===== config.mk =====
export PLATFORM = sky130hd
export DESIGN_NAME = serial_cmd_rx
export DESIGN_NICKNAME = d
export VERILOG_FILES = /design/src/rtl/srx_pkg.sv /design/src/rtl/srx_sync.sv /design/src/rtl/srx_edge.sv /design/src/rtl/srx_assemble.sv /design/src/rtl/srx_context.sv /design/src/rtl/serial_cmd_rx.sv
export SDC_FILE = /design/constraint.sdc
export NUM_CORES = 1
export LEC_CHECK = 0
export BUFFER_PORTS_ARGS = -buffer_cell sky130_fd_sc_hd__buf_4
export CORE_UTILIZATION = 46
export CTS_CLUSTER_SIZE = 24
export DETAILED_ROUTE_END_ITERATION = 10
export PLACE_DENSITY_LB_ADDON = 0.1
export SETUP_SLACK_MARGIN = 0.02
export SYNTH_ARGS = -nofsm -noshare
export SYNTH_HDL_FRONTEND = slang
export SYNTH_SLANG_ARGS = --single-unit

===== constraint.sdc =====
create_clock -name clk -period 2.4 [get_ports clk]
set_input_delay 0.36 -clock clk [delete_from_list [all_inputs] [get_ports clk]]
set_output_delay 0.36 -clock clk [all_outputs]
set_load 0.05 [all_outputs]

===== src/rtl/srx_pkg.sv =====
package srx_pkg;
  localparam int unsigned BYTE_W = 8;
  localparam int unsigned WORD_W = BYTE_W + 1;

  typedef enum logic {
    KIND_CMD = 1'b0,
    KIND_PRM = 1'b1
  } kind_e;

  typedef struct packed {
    kind_e             kind;
    logic [BYTE_W-1:0] payload;
  } word_t;
endpackage


===== src/rtl/srx_sync.sv =====
module srx_sync #(
  parameter int unsigned W      = 1,
  parameter int unsigned STAGES = 2,
  parameter logic [W-1:0] RST_VAL = '0
) (
  input  logic         clk,
  input  logic         rst_n,
  input  logic [W-1:0] d,
  output logic [W-1:0] q
);
  // STAGES must be 2 or more
  logic [STAGES-1:0][W-1:0] pipe;

  always_ff @(posedge clk or negedge rst_n) begin
    if (!rst_n) pipe <= {STAGES{RST_VAL}};
    else        pipe <= {pipe[STAGES-2:0], d};
  end

  assign q = pipe[STAGES-1];
endmodule


===== src/rtl/srx_edge.sv =====
module srx_edge (
  input  logic clk,
  input  logic rst_n,
  input  logic sclk_s,
  input  logic fall_mode,
  input  logic cs_act,
  output logic sample
);
  logic sclk_q;
  logic rise, fall;

  always_ff @(posedge clk or negedge rst_n) begin
    if (!rst_n) sclk_q <= 1'b0;
    else        sclk_q <= sclk_s;
  end

  assign rise   = sclk_s & ~sclk_q;
  assign fall   = ~sclk_s & sclk_q;
  assign sample = cs_act & (fall_mode ? fall : rise);
endmodule


===== src/rtl/srx_assemble.sv =====
module srx_assemble
  import srx_pkg::*;
(
  input  logic  clk,
  input  logic  rst_n,
  input  logic  cs_act,
  input  logic  sample,
  input  logic  bit_in,
  output word_t word,
  output logic  word_vld
);
  localparam int unsigned CNT_W = $clog2(WORD_W);
  localparam logic [CNT_W-1:0] LAST = CNT_W'(WORD_W - 1);

  logic [CNT_W-1:0]  bit_cnt;
  logic [WORD_W-2:0] shreg;

  always_ff @(posedge clk or negedge rst_n) begin
    if (!rst_n) begin
      bit_cnt  <= '0;
      shreg    <= '0;
      word     <= '0;
      word_vld <= 1'b0;
    end else begin
      word_vld <= 1'b0;
      if (!cs_act) begin
        bit_cnt <= '0;                 // partial word dropped
      end else if (sample) begin
        if (bit_cnt == LAST) begin
          word     <= word_t'({shreg, bit_in});
          word_vld <= 1'b1;
          bit_cnt  <= '0;
        end else begin
          shreg   <= {shreg[WORD_W-3:0], bit_in};
          bit_cnt <= bit_cnt + 1'b1;
        end
      end
    end
  end
endmodule


===== src/rtl/srx_context.sv =====
module srx_context
  import srx_pkg::*;
#(
  parameter int unsigned IDX_W = 8
) (
  input  logic              clk,
  input  logic              rst_n,
  input  word_t             word,
  input  logic              word_vld,
  output logic              cmd_valid,
  output logic [BYTE_W-1:0] cmd_byte,
  output logic              prm_valid,
  output logic [BYTE_W-1:0] prm_cmd,
  output logic [IDX_W-1:0]  prm_idx,
  output logic [BYTE_W-1:0] prm_byte
);
  localparam logic [IDX_W-1:0] IDX_MAX = {IDX_W{1'b1}};

  logic [BYTE_W-1:0] cur_cmd;
  logic [IDX_W-1:0]  nxt_idx;

  always_ff @(posedge clk or negedge rst_n) begin
    if (!rst_n) begin
      cur_cmd   <= '0;
      nxt_idx   <= '0;
      cmd_valid <= 1'b0;
      cmd_byte  <= '0;
      prm_valid <= 1'b0;
      prm_cmd   <= '0;
      prm_idx   <= '0;
      prm_byte  <= '0;
    end else begin
      cmd_valid <= 1'b0;
      prm_valid <= 1'b0;
      if (word_vld) begin
        if (word.kind == KIND_CMD) begin
          cur_cmd   <= word.payload;
          nxt_idx   <= '0;
          cmd_valid <= 1'b1;
          cmd_byte  <= word.payload;
        end else begin
          prm_valid <= 1'b1;
          prm_cmd   <= cur_cmd;
          prm_idx   <= nxt_idx;
          prm_byte  <= word.payload;
          if (nxt_idx != IDX_MAX) nxt_idx <= nxt_idx + 1'b1;
        end
      end
    end
  end
endmodule


===== src/rtl/serial_cmd_rx.sv =====
module serial_cmd_rx
  import srx_pkg::*;
#(
  parameter int unsigned SYNC_STAGES = 2,
  parameter int unsigned IDX_W       = 8
) (
  input  logic              clk,
  input  logic              rst_n,
  input  logic              cs_n,
  input  logic              sclk,
  input  logic              sdata,
  input  logic              fall_edge,
  output logic              cmd_valid,
  output logic [BYTE_W-1:0] cmd_byte,
  output logic              prm_valid,
  output logic [BYTE_W-1:0] prm_cmd,
  output logic [IDX_W-1:0]  prm_idx,
  output logic [BYTE_W-1:0] prm_byte
);
  logic [2:0] pins_s;
  logic       cs_act, sample, word_vld;
  word_t      word;

  srx_sync #(.W(3), .STAGES(SYNC_STAGES), .RST_VAL(3'b100)) u_sync (
    .clk(clk), .rst_n(rst_n), .d({cs_n, sclk, sdata}), .q(pins_s)
  );

  assign cs_act = ~pins_s[2];

  srx_edge u_edge (
    .clk(clk), .rst_n(rst_n), .sclk_s(pins_s[1]), .fall_mode(fall_edge),
    .cs_act(cs_act), .sample(sample)
  );

  srx_assemble u_asm (
    .clk(clk), .rst_n(rst_n), .cs_act(cs_act), .sample(sample),
    .bit_in(pins_s[0]), .word(word), .word_vld(word_vld)
  );

  srx_context #(.IDX_W(IDX_W)) u_ctx (
    .clk(clk), .rst_n(rst_n), .word(word), .word_vld(word_vld),
    .cmd_valid(cmd_valid), .cmd_byte(cmd_byte), .prm_valid(prm_valid),
    .prm_cmd(prm_cmd), .prm_idx(prm_idx), .prm_byte(prm_byte)
  );
endmodule


==> impl_metrics.toml, run 1 <==
[outcome]
outcome = "complete, no violations"

[detailed_routing]
top_layer = "met4"
routed_wl_um = 4840
wl_per_cell_um = 15.1
drcViolationCount = 0
drtIter0Drc = 71
dr_wl_met2_um = 2360
ant_nets = 0
wirelength_met1_um = 2200
avgViaCountPerCell = 5.47
wl_met3_um = 197
num_vias = 1757
dr.pass1.iters = 4

[final_layout]
drive_above_1_share_pct = 44.7
multi_input_area_mm2 = 0.00101
syn_to_final_growth_pct = 20.6
register_area_mm2 = 0.00178
antenna_cells = 0
fin_util_pct = 57.8
final_area_mm2 = 0.00344
fillers = 496
fin_nets = 250
final_cell_count_no_fill = 321

[setup_path]
reg2regPathDepth = 3
crit_required_ps = 2610
path_max_fanout = 10
timing.rr.start = "u_edge.sclk_q$_DFF_PN0_"
reg2reg_to = "u_asm.word[1]$_DFFE_PN0P_"
crit_arrival_ps = 2070
reg2reg_slack_ps = 550
cp_slowest_cell = "a211o_1"
path_class = "reg2reg"
path_cells = "or3b_4, a211o_1, mux2_4"
max_stage_delay_ps = 520
startpoint_type = "flop"
end_kind = "flop"

[synth]
ys_warn_count = 0
synth.most_common_cell = "dfrtp_1"
syn_avg_cell_area_um2 = 14.6
synth_commonest_cells = "dfrtp_1 (69), mux2_2 (39), mux2_4 (9)"
synth_top_area_cell = "dfrtp_1"
synth_top_flop_cell = "dfrtp_1"
ys_ff_latch = 71
synthArstFlopShare_pct = 100
synth_cells = 195
synth_adder_area_share_pct = 1.32
synth_simple_gate_area_share_pct = 6.84
synth_top_family_by_area = "multiplexers"
ys_seq_area_share_pct = 62.3
netlist.area_leader.share_pct = 60.5
synth_area_leaders = "dfrtp_1 (60%), mux2_2 (15%), mux2_4 (4.7%)"
synth_compound_area_share_pct = 6.93
syn_nets = 204
synthMuxAreaShare_pct = 20.5
yosysUniqueCellTypes = 36
synth_xor_area_share_pct = 0
synth_area_mm2 = 0.00285
synth-edff-count = 0

[place]
hpwl_um = 3250
postPlaceCellArea_mm2 = 0.00323
place_congestion = 0.752
io_buffers = 39
dpl.cell_count = 305

[clock_network]
clock_latency_ps = 330
clk_pin_slew_ps = 70
cts_resized = 0
cts_max_path_buffers = 2
cts_root_buffer = "clkbuf_8"
holdBufCountCts = 0
cts_inserted_buffers = 9
cts_sinks = 71
cts_tree = "done"
post_cts_buffers = 0
cts_max_level = 3

[power]
p_comb_share_pct = 4.5
switchingPower_w = 0.000522
seq_power_share_pct = 55.1
intPower_w = 0.00186
p_per_area_mw_per_mm2 = 691
p_clk_share_pct = 40.4
vdd_drop_max_uv = 385
netSwitchingFraction_pct = 21.9
p_leak_nw = 1.78

[grt]
grt_antenna_before_repair = 0
grt.overflow.total = 0
grt_pass1_vias = 1718
grt_use_total_pct = 16.3
grt_max_degree = 72
grt_pass1_wl_um = 7940

[die]
ioPinCount = 40
die_h_um = 80.8
die_area_mm2 = 0.00652
initial_core_util_pct = 47.9
die_w_um = 80.8
coreArea_mm2 = 0.00596
fp-row-count = 28

[sta]
timing.hold.ws_ps = 118
rsz0062_at_grt = "no"
fmax_mhz = 539
period_minus_slack_ps = 1850
slew_viol_final = 0
fin_worst_skew_ps = 9.45
worst_slew_pin_slew_ps = 853
slew_headroom_pct = 43.2
final_hold_viol_count = 0
finalSetupViolCount = 0
fin_crit_sh_pct = 77.3
tns_ps = 0

[worst_hold_path]
hp-class = "in2async"

[run]
cap_viol_max_count = 0
==> layout by cell type, fill, tap and decap left out, types with 2 or more instances in the layout <==
master	n
and2_1	2
a211o_1	2
a31oi_1	2
nand2b_1	2
mux2_4	9
buf_4	40
a21oi_1	7
inv_1	7
dfrtp_1	69
nand4_1	4
dfstp_2	2
ha_1	3
nand2_1	5
o21ai_0	4
nand3_1	3
mux2_2	39
nand3b_1	2
and3_1	5
a41oi_1	2
clkbuf_8	11
a211oi_1	3
and4_1	3
o311ai_0	2
clkinv_2	2
==> worst max path at each step <==
| stage | depth (start not counted) | to | slack, ps | startpoint |
|---|---|---|---|---|
| floorplan | 4 | u_asm.word[0]$_DFFE_PN0P_ | 740 | u_edge.sclk_q$_DFF_PN0_ |
| global placement | 4 | u_asm.word[0]$_DFFE_PN0P_ | 500 | fall_edge |
| detailed placement | 4 | u_asm.word[5]$_DFFE_PN0P_ | 490 | fall_edge |
| CTS | 3 | u_asm.word[1]$_DFFE_PN0P_ | 530 | u_edge.sclk_q$_DFF_PN0_ |
| global route | 5 | u_asm.word[1]$_DFFE_PN0P_ | 460 | u_asm.bit_cnt[0]$_DFFE_PN0P_ |
| finish | 3 | u_asm.word[1]$_DFFE_PN0P_ | 550 | u_edge.sclk_q$_DFF_PN0_ |
==> metal layers <==
metal,GRT usage (%),vias to the layer above
met4,8.93,0
met3,3.71,9
met2,26.4,47
li1,-,808
met1,20.3,893
met5,0,-
==> registers in the layout (all words and copies together), names as in the netlist <==
register,flops
u_ctx.prm_byte,8
u_ctx.cmd_valid,1
u_sync.q,3
u_ctx.prm_cmd,8
u_ctx.prm_valid,1
u_ctx.nxt_idx,8
u_ctx.prm_idx,8
u_asm.shreg,8
u_ctx.cmd_byte,8
u_asm.word_vld,1
u_asm.word,9
u_sync.pipe,3
u_asm.bit_cnt,4
u_edge.sclk_q,1
==> through the flow <==
step | power [W] | setup WS [ps]
floorplan | 0.00139 | 745
global placement | 0.00143 | 502
detailed placement | 0.00145 | 488
CTS | 0.00241 | 534
global route | 0.00248 | 463
finish | 0.00238 | 545
==> logic make-up (layout without fill, tap and decap cells) <==
logic type / Yosys count / after routing
compound gates: 28 / 28
simple gates: 31 / 31
mux: 49 / 49
buf+inv: 13 / 64
fa+ha+maj: 3 / 3
flops: 71 / 71
==> power groups by stage <==
stage / registers, W / clock network, W / logic, W
2_1_floorplan: 0.00132 / 0 / 0.0000716
3_3_place_gp: 0.00133 / 0 / 0.000105
3_5_place_dp: 0.00133 / 0 / 0.000111
4_1_cts: 0.00131 / 0.000989 / 0.000111
5_1_grt: 0.00132 / 0.00104 / 0.000120
6_report: 0.00131 / 0.000961 / 0.000108
==> layout make-up <==
class	count	area share (%)
tap	75	2.73
timing repair buffer	41	9.31
inverter	7	0.763
multi-input combinational	111	29.5
clock buffer	11	4.40
sequential	71	51.7
clock inverter	5	1.64
==> critical path: cells and delay by family, from the launching register on <==
| kind | cells | cell delay [ps] |
|---|---|---|
| AOI/OAI and AO/OA | 1 | 520 |
| DFF | 1 | 410 |
| muxes | 1 | 370 |
| and+or+nand+nor | 1 | 440 |
Note: power is estimated with default switching activity, not from simulation.
==> run 2: changes to the inputs <==
ABC_AREA = 1   (was default)
clock period = 1.68 ns   (was 2.4 ns; I/O delays follow)
==> run 2 against run 1 <==
- die area rose by 4.6%
- worst setup slack got worse by 300 ps
- first-iteration DRC count rose by 93%
- critical path type unchanged
==> impl_metrics.toml, run 2 <==
[clock_network]
clock_latency_ps = 330
cts_root_buffer = "clkbuf_8"
cts_max_path_buffers = 2
cts_sinks = 71
cts_inserted_buffers = 9
post_cts_buffers = 0
cts_max_level = 3
cts_tree = "done"
clk_pin_slew_ps = 70

[power]
switchingPower_w = 0.000764
vdd_drop_max_uv = 492
netSwitchingFraction_pct = 22.0
p_clk_share_pct = 42.8
seq_power_share_pct = 52.5
p_per_area_mw_per_mm2 = 966
intPower_w = 0.00271
finalPower_w = 0.00347
p_leak_nw = 1.88
p_comb_share_pct = 4.7

[final_layout]
final_cell_count_no_fill = 440
largest_reg_flops = 9
fillers = 593
antenna_cells = 0
syn_to_final_growth_pct = 20.2
fin_util_pct = 56.9
fin_nets = 367
max_flop_register = "u_asm.word"
drive_above_1_share_pct = 24.0
final_common_cell = "nand2_1"
layout_common_cells = "nand2_1 (118), dfrtp_1 (69), buf_4 (43), o21ai_0 (31), inv_1 (21)"

[synth]
yosysUniqueCellTypes = 30
synth_commonest_cells = "nand2_1 (118), dfrtp_1 (69), o21ai_0 (31)"
syn_avg_cell_area_um2 = 9.64
synth.most_common_cell = "nand2_1"
netlist.area_leader.share_pct = 57.8
synth_top_flop_cell = "dfrtp_1"
ys_warn_count = 0
synth_cells = 310
syn_nets = 319
synthArstFlopShare_pct = 100
synth-edff-count = 0
synth_area_leaders = "dfrtp_1 (58%), nand2_1 (15%), o21ai_0 (5.2%)"
synth_area_mm2 = 0.00299
synth_top_area_cell = "dfrtp_1"
ys_ff_latch = 71
ys_seq_area_share_pct = 59.5

[setup_path]
reg2reg_to = "u_asm.shreg[2]$_DFFE_PN0P_"
end_kind = "flop"
crit_arrival_ps = 1650
path_class = "reg2reg"
reg2regPathDepth = 7
path_max_fanout = 9
timing.rr.start = "u_asm.bit_cnt[0]$_DFFE_PN0P_"
startpoint_type = "flop"
crit_required_ps = 1890
reg2reg_slack_ps = 240

[die]
die_w_um = 82.6
initial_core_util_pct = 47.3
fp-row-count = 29
die_area_mm2 = 0.00682
coreArea_mm2 = 0.00631
die_h_um = 82.6
ioPinCount = 40

[grt]
grt_pass1_wl_um = 8890
grt_antenna_before_repair = 0
grt_use_total_pct = 17.5
grt.overflow.total = 0
grt_pass1_vias = 1978
grt_max_degree = 32

[detailed_routing]
num_vias = 2120
drcViolationCount = 0
routed_wl_um = 5330
wl_per_cell_um = 12.1
avgViaCountPerCell = 4.82
ant_nets = 0
dr.pass1.iters = 4
drtIter0Drc = 137

[outcome]
outcome = "complete, no violations"

[sta]
finalSetupViolCount = 0
rsz0062_at_grt = "no"
worst_slew_pin_slew_ps = 404
tns_ps = 0
fmax_mhz = 695
slew_viol_final = 0
setup_ws_ps = 241
fin_crit_sh_pct = 85.6
slew_headroom_pct = 73.1
fin_worst_skew_ps = 7.36
final_hold_viol_count = 0
period_minus_slack_ps = 1440

[place]
place_congestion = 0.778
pre_cts_ws_ps = 245
dpl.cell_count = 423
hpwl_um = 3720
io_buffers = 39

[worst_hold_path]
worstHoldEndpoint = "u_sync.pipe[0]$_DFF_PN0_"
min_delay_path_depth = 1
min_from = "sdata"
hp-class = "in2reg"

[run]
cap_viol_max_count = 0
run 2: per-layer routing:
metal	wire length, um	global-route usage, %	part of all wire, %	vias to the layer above
li1	-	-	-	1078
met1	2630	23.1	49	997
met2	2440	28.1	46	39
met3	193	3.74	3.6	6
met4	68	7.24	1.3	0
met5	0	0	0	-
run 2: stage by stage:
stage               area, um^2  hold WS [ps]
finish                    3590          32.0
global route              3590          9.47
CTS                       3590          13.7
detailed placement        3360           219
global placement          3360           212
floorplan                 2990         -43.6
run 2: cell families (layout without fill, tap and decap cells):
family,count (synthesis),count (layout),share of synthesized area [%]
flip-flops,71,71,59.5
XOR/XNOR,2,2,0.586
adder cells (fa/ha/maj),3,3,1.26
AO/OA/AOI/OAI,41,41,8.00
AND/OR/NAND/NOR,158,158,24.5
buffers and inverters,35,88,6.11
run 2: timing repair:
action / CTS / global route
gates resized for setup: 0 / 0
hold buffers: 1 / 0
hold endpoints to repair: 27 / 0
run 2: layout make-up:
cell class	instances	area [um^2]	share of cell area, %
repair buffers	45	353	9.82
well taps	77	96.3	2.68
clock inverters	5	81.3	2.26
flip-flops and latches	71	1780	49.5
multi-input cells	204	1030	28.6
inverters	27	115	3.20
clock buffers	11	141	3.93
run 2: power groups by stage:
| stage | Sequential (W) | Clock [W] | Combinational, W |
|---|---|---|---|
| after floorplan | 0.00184 | 0 | 0.000101 |
| after global placement | 0.00185 | 0 | 0.000160 |
| after detailed placement | 0.00186 | 0 | 0.000166 |
| after CTS | 0.00182 | 0.00153 | 0.000169 |
| after global routing | 0.00183 | 0.00161 | 0.000192 |
| final | 0.00182 | 0.00149 | 0.000162 |
run 2: how the worst max path moves through the flow:
stage | slack, ps | from | cells past startpoint | to
floorplan | 370 | u_asm.bit_cnt[0]$_DFFE_PN0P_ | 7 | u_asm.shreg[1]$_DFFE_PN0P_
global placement | 290 | u_ctx.nxt_idx[1]$_DFFE_PN0P_ | 8 | u_ctx.nxt_idx[5]$_DFFE_PN0P_
detailed placement | 240 | u_asm.bit_cnt[0]$_DFFE_PN0P_ | 7 | u_asm.shreg[1]$_DFFE_PN0P_
CTS | 220 | u_asm.bit_cnt[0]$_DFFE_PN0P_ | 7 | u_asm.word[7]$_DFFE_PN0P_
global route | 100 | u_asm.bit_cnt[0]$_DFFE_PN0P_ | 7 | u_asm.shreg[1]$_DFFE_PN0P_
finish | 240 | u_asm.bit_cnt[0]$_DFFE_PN0P_ | 7 | u_asm.shreg[2]$_DFFE_PN0P_
run 2: worst max-delay path, cell delays in order, from the launching register on:
cell	delay [ps]
dfrtp_1	420
inv_1	140
ha_1	170
nand2_2	90
o21ai_4	290
nor2_8	100
nand2_1	70
nand2_1	50
==> run 3: changes to the inputs <==
CORE_UTILIZATION = 50   (was 46)
RECOVER_POWER = 50   (was default)
SYNTH_HIERARCHICAL = 1   (was default)
==> run 3 against run 2 <==
- sequential cell count is the same
- area after synthesis down 2.5%
- sequential power about the same
- count of clock-buffer cells in the layout up 2
- clock skew up 5.6 ps
- first-iteration DRC count shrank 15%
- cell count shrank 2.5%
- combinational power hardly changed
- die area decreased by 10%
- worst setup slack better by 40 ps
- global-route usage up 0.86 points
- critical path type is now reg2out
- largest cell class unchanged
==> impl_metrics.toml, run 3 <==
[grt]
grt_pass1_vias = 1912
grt_use_total_pct = 18.4
grt.overflow.total = 0
grt_antenna_before_repair = 0
grt_pass1_wl_um = 8520
grt_max_degree = 37

[clock_network]
clk_pin_slew_ps = 70
cts_inserted_buffers = 9
cts_max_path_buffers = 2
cts_max_level = 3
post_cts_buffers = 0
cts_root_buffer = "clkbuf_8"
clock_latency_ps = 340
cts_sinks = 71
cts_tree = "done"

[detailed_routing]
ant_nets = 0
drtIter0Drc = 116
wl_per_cell_um = 11.6
dr.pass1.iters = 4
num_vias = 1999
avgViaCountPerCell = 4.66
routed_wl_um = 4960
drcViolationCount = 0

[die]
die_w_um = 78.3
die_area_mm2 = 0.00614
initial_core_util_pct = 52.3
coreArea_mm2 = 0.00557
die_h_um = 78.3
ioPinCount = 40
fp-row-count = 27

[sta]
rsz0062_at_grt = "no"
fmax_mhz = 715
period_minus_slack_ps = 1400
slew_viol_final = 0
timing.hold.ws_ps = 45.5
slew_headroom_pct = 41.6
fin_crit_sh_pct = 83.3
tns_ps = 0
final_hold_viol_count = 0
setup_ws_ps = 281
finalSetupViolCount = 0
worst_slew_pin_slew_ps = 876
fin_worst_skew_ps = 13.0

[place]
postPlaceCellArea_mm2 = 0.00326
place_congestion = 0.839
io_buffers = 39
hpwl_um = 3470
dpl.cell_count = 411
pre_cts_ws_ps = 299

[final_layout]
max_flop_register = "u_asm/word"
layout_common_cells = "nand2_1 (107), dfrtp_1 (69), inv_1 (34), buf_4 (31), o21ai_0 (25)"
multi_input_area_um2 = 917
register_area_mm2 = 0.00178
final_common_cell = "nand2_1"
final_cell_count_no_fill = 429
syn_to_final_growth_pct = 18.4
largest_reg_flops = 9
final_area_mm2 = 0.00345
antenna_cells = 0
fillers = 499
drive_above_1_share_pct = 22.1
fin_nets = 361

[synth]
synth_cells = 304
ys_warn_count = 6
ys_seq_area_share_pct = 61.1
netlist.area_leader.share_pct = 59.3
synth_top_area_cell = "dfrtp_1"
synth_area_leaders = "dfrtp_1 (59%), nand2_1 (14%), inv_1 (4.4%)"
synth.most_common_cell = "nand2_1"
synthArstFlopShare_pct = 100
syn_nets = 313
yosysUniqueCellTypes = 28
syn_avg_cell_area_um2 = 9.59
synth_top_flop_cell = "dfrtp_1"
synth_commonest_cells = "nand2_1 (107), dfrtp_1 (69), inv_1 (34)"
synth-edff-count = 0
synth_area_mm2 = 0.00291
ys_ff_latch = 71

[power]
p_per_area_mw_per_mm2 = 973
vdd_drop_max_uv = 938
netSwitchingFraction_pct = 21.8
intPower_w = 0.00262
seq_power_share_pct = 53.5
p_leak_nw = 1.80
p_clk_share_pct = 41.6
switchingPower_w = 0.000732
p_comb_share_pct = 4.9

[setup_path]
path_max_fanout = 2
end_kind = "output pin"
path_class = "reg2out"
max_stage_delay_ps = 470
timing.rr.start = "u_asm/word[8]$_DFFE_PN0P_"
cp_slowest_cell = "clkbuf_1"
crit_arrival_ps = 1150
crit_required_ps = 1430
startpoint_type = "flop"
reg2reg_to = "u_ctx/prm_idx[0]$_DFFE_PN0P_"
critPathBufInv = 1
cp_top_family = "buffers and inverters"
path_cells = "clkbuf_1"
reg2regPathDepth = 5
reg2reg_slack_ps = 280

[worst_hold_path]
min_delay_path_depth = 1
worstHoldEndpoint = "u_sync/pipe[1]$_DFF_PN0_"
hp-class = "in2reg"
min_from = "sclk"

[run]
cap_viol_max_count = 0

[outcome]
outcome = "complete, no violations"
run 3: changes by cell type in the layout (fill, tap and decap cells not counted), moves of 9 or more:
| cell | delta |
|---|---|
| buf_4 | -12 |
| clkbuf_1 | +10 |
| inv_1 | +13 |
| nand2_1 | -11 |
| o21ai_2 | +12 |
| nand3_1 | -9 |
run 3: final cells by class:
class	instances	area share, %
clock buffers	13	4.90
clock inverters	3	1.16
inverters	35	3.81
multi-input cells	187	26.6
flip-flops and latches	71	51.6
well taps	72	2.61
repair buffers	48	9.36
run 3: logic make-up after synthesis:
family	synth area share, %
compound gates	10.4
xor+xnor	0.601
fa+ha+maj	1.29
buf+inv	7.47
flops	61.1
simple gates	19.2
run 3: power by group through the flow:
| stage | clock network [W] | logic, W | registers [W] |
|---|---|---|---|
| floorplan | 0 | 0.000108 | 0.00182 |
| global placement | 0 | 0.000164 | 0.00183 |
| detailed placement | 0 | 0.000169 | 0.00183 |
| CTS | 0.00144 | 0.000172 | 0.00179 |
| global route | 0.00150 | 0.000193 | 0.00180 |
| finish | 0.00140 | 0.000165 | 0.00180 |
run 3: what timing repair did:
action,in CTS,in global routing
hold endpoints to repair,33,1
hold buffers,1,1
resized for setup,0,0
setup endpoints to repair,0,0
run 3: metrics by stage:
step                power [W]  util (%)
floorplan             0.00193         -
global placement      0.00199      58.5
detailed placement    0.00200      58.5
CTS                   0.00341      62.5
global route          0.00349      61.9
finish                0.00336      61.9
run 3: worst max-delay path by stage:
stage	from	end	slack (ps)	depth (start not counted)
finish	u_ctx/prm_idx[2]$_DFFE_PN0P_	prm_idx[2]	280	1
global route	u_edge/sclk_q$_DFF_PN0_	u_asm/shreg[0]$_DFFE_PN0P_	60	11
CTS	u_edge/sclk_q$_DFF_PN0_	u_asm/shreg[6]$_DFFE_PN0P_	280	11
detailed placement	u_ctx/nxt_idx[1]$_DFFE_PN0P_	u_ctx/nxt_idx[5]$_DFFE_PN0P_	300	8
global placement	u_asm/bit_cnt[0]$_DFFE_PN0P_	u_asm/word[8]$_DFFE_PN0P_	310	8
floorplan	u_sync/q[1]$_DFF_PN0_	u_asm/word[4]$_DFFE_PN0P_	340	10
run 3: metal layers:
metal	part of all wire (%)	global-route usage [%]
met1	51	26.1
met2	43	26.2
met3	4.6	3.49
met4	1.8	11.1
met5	0	0
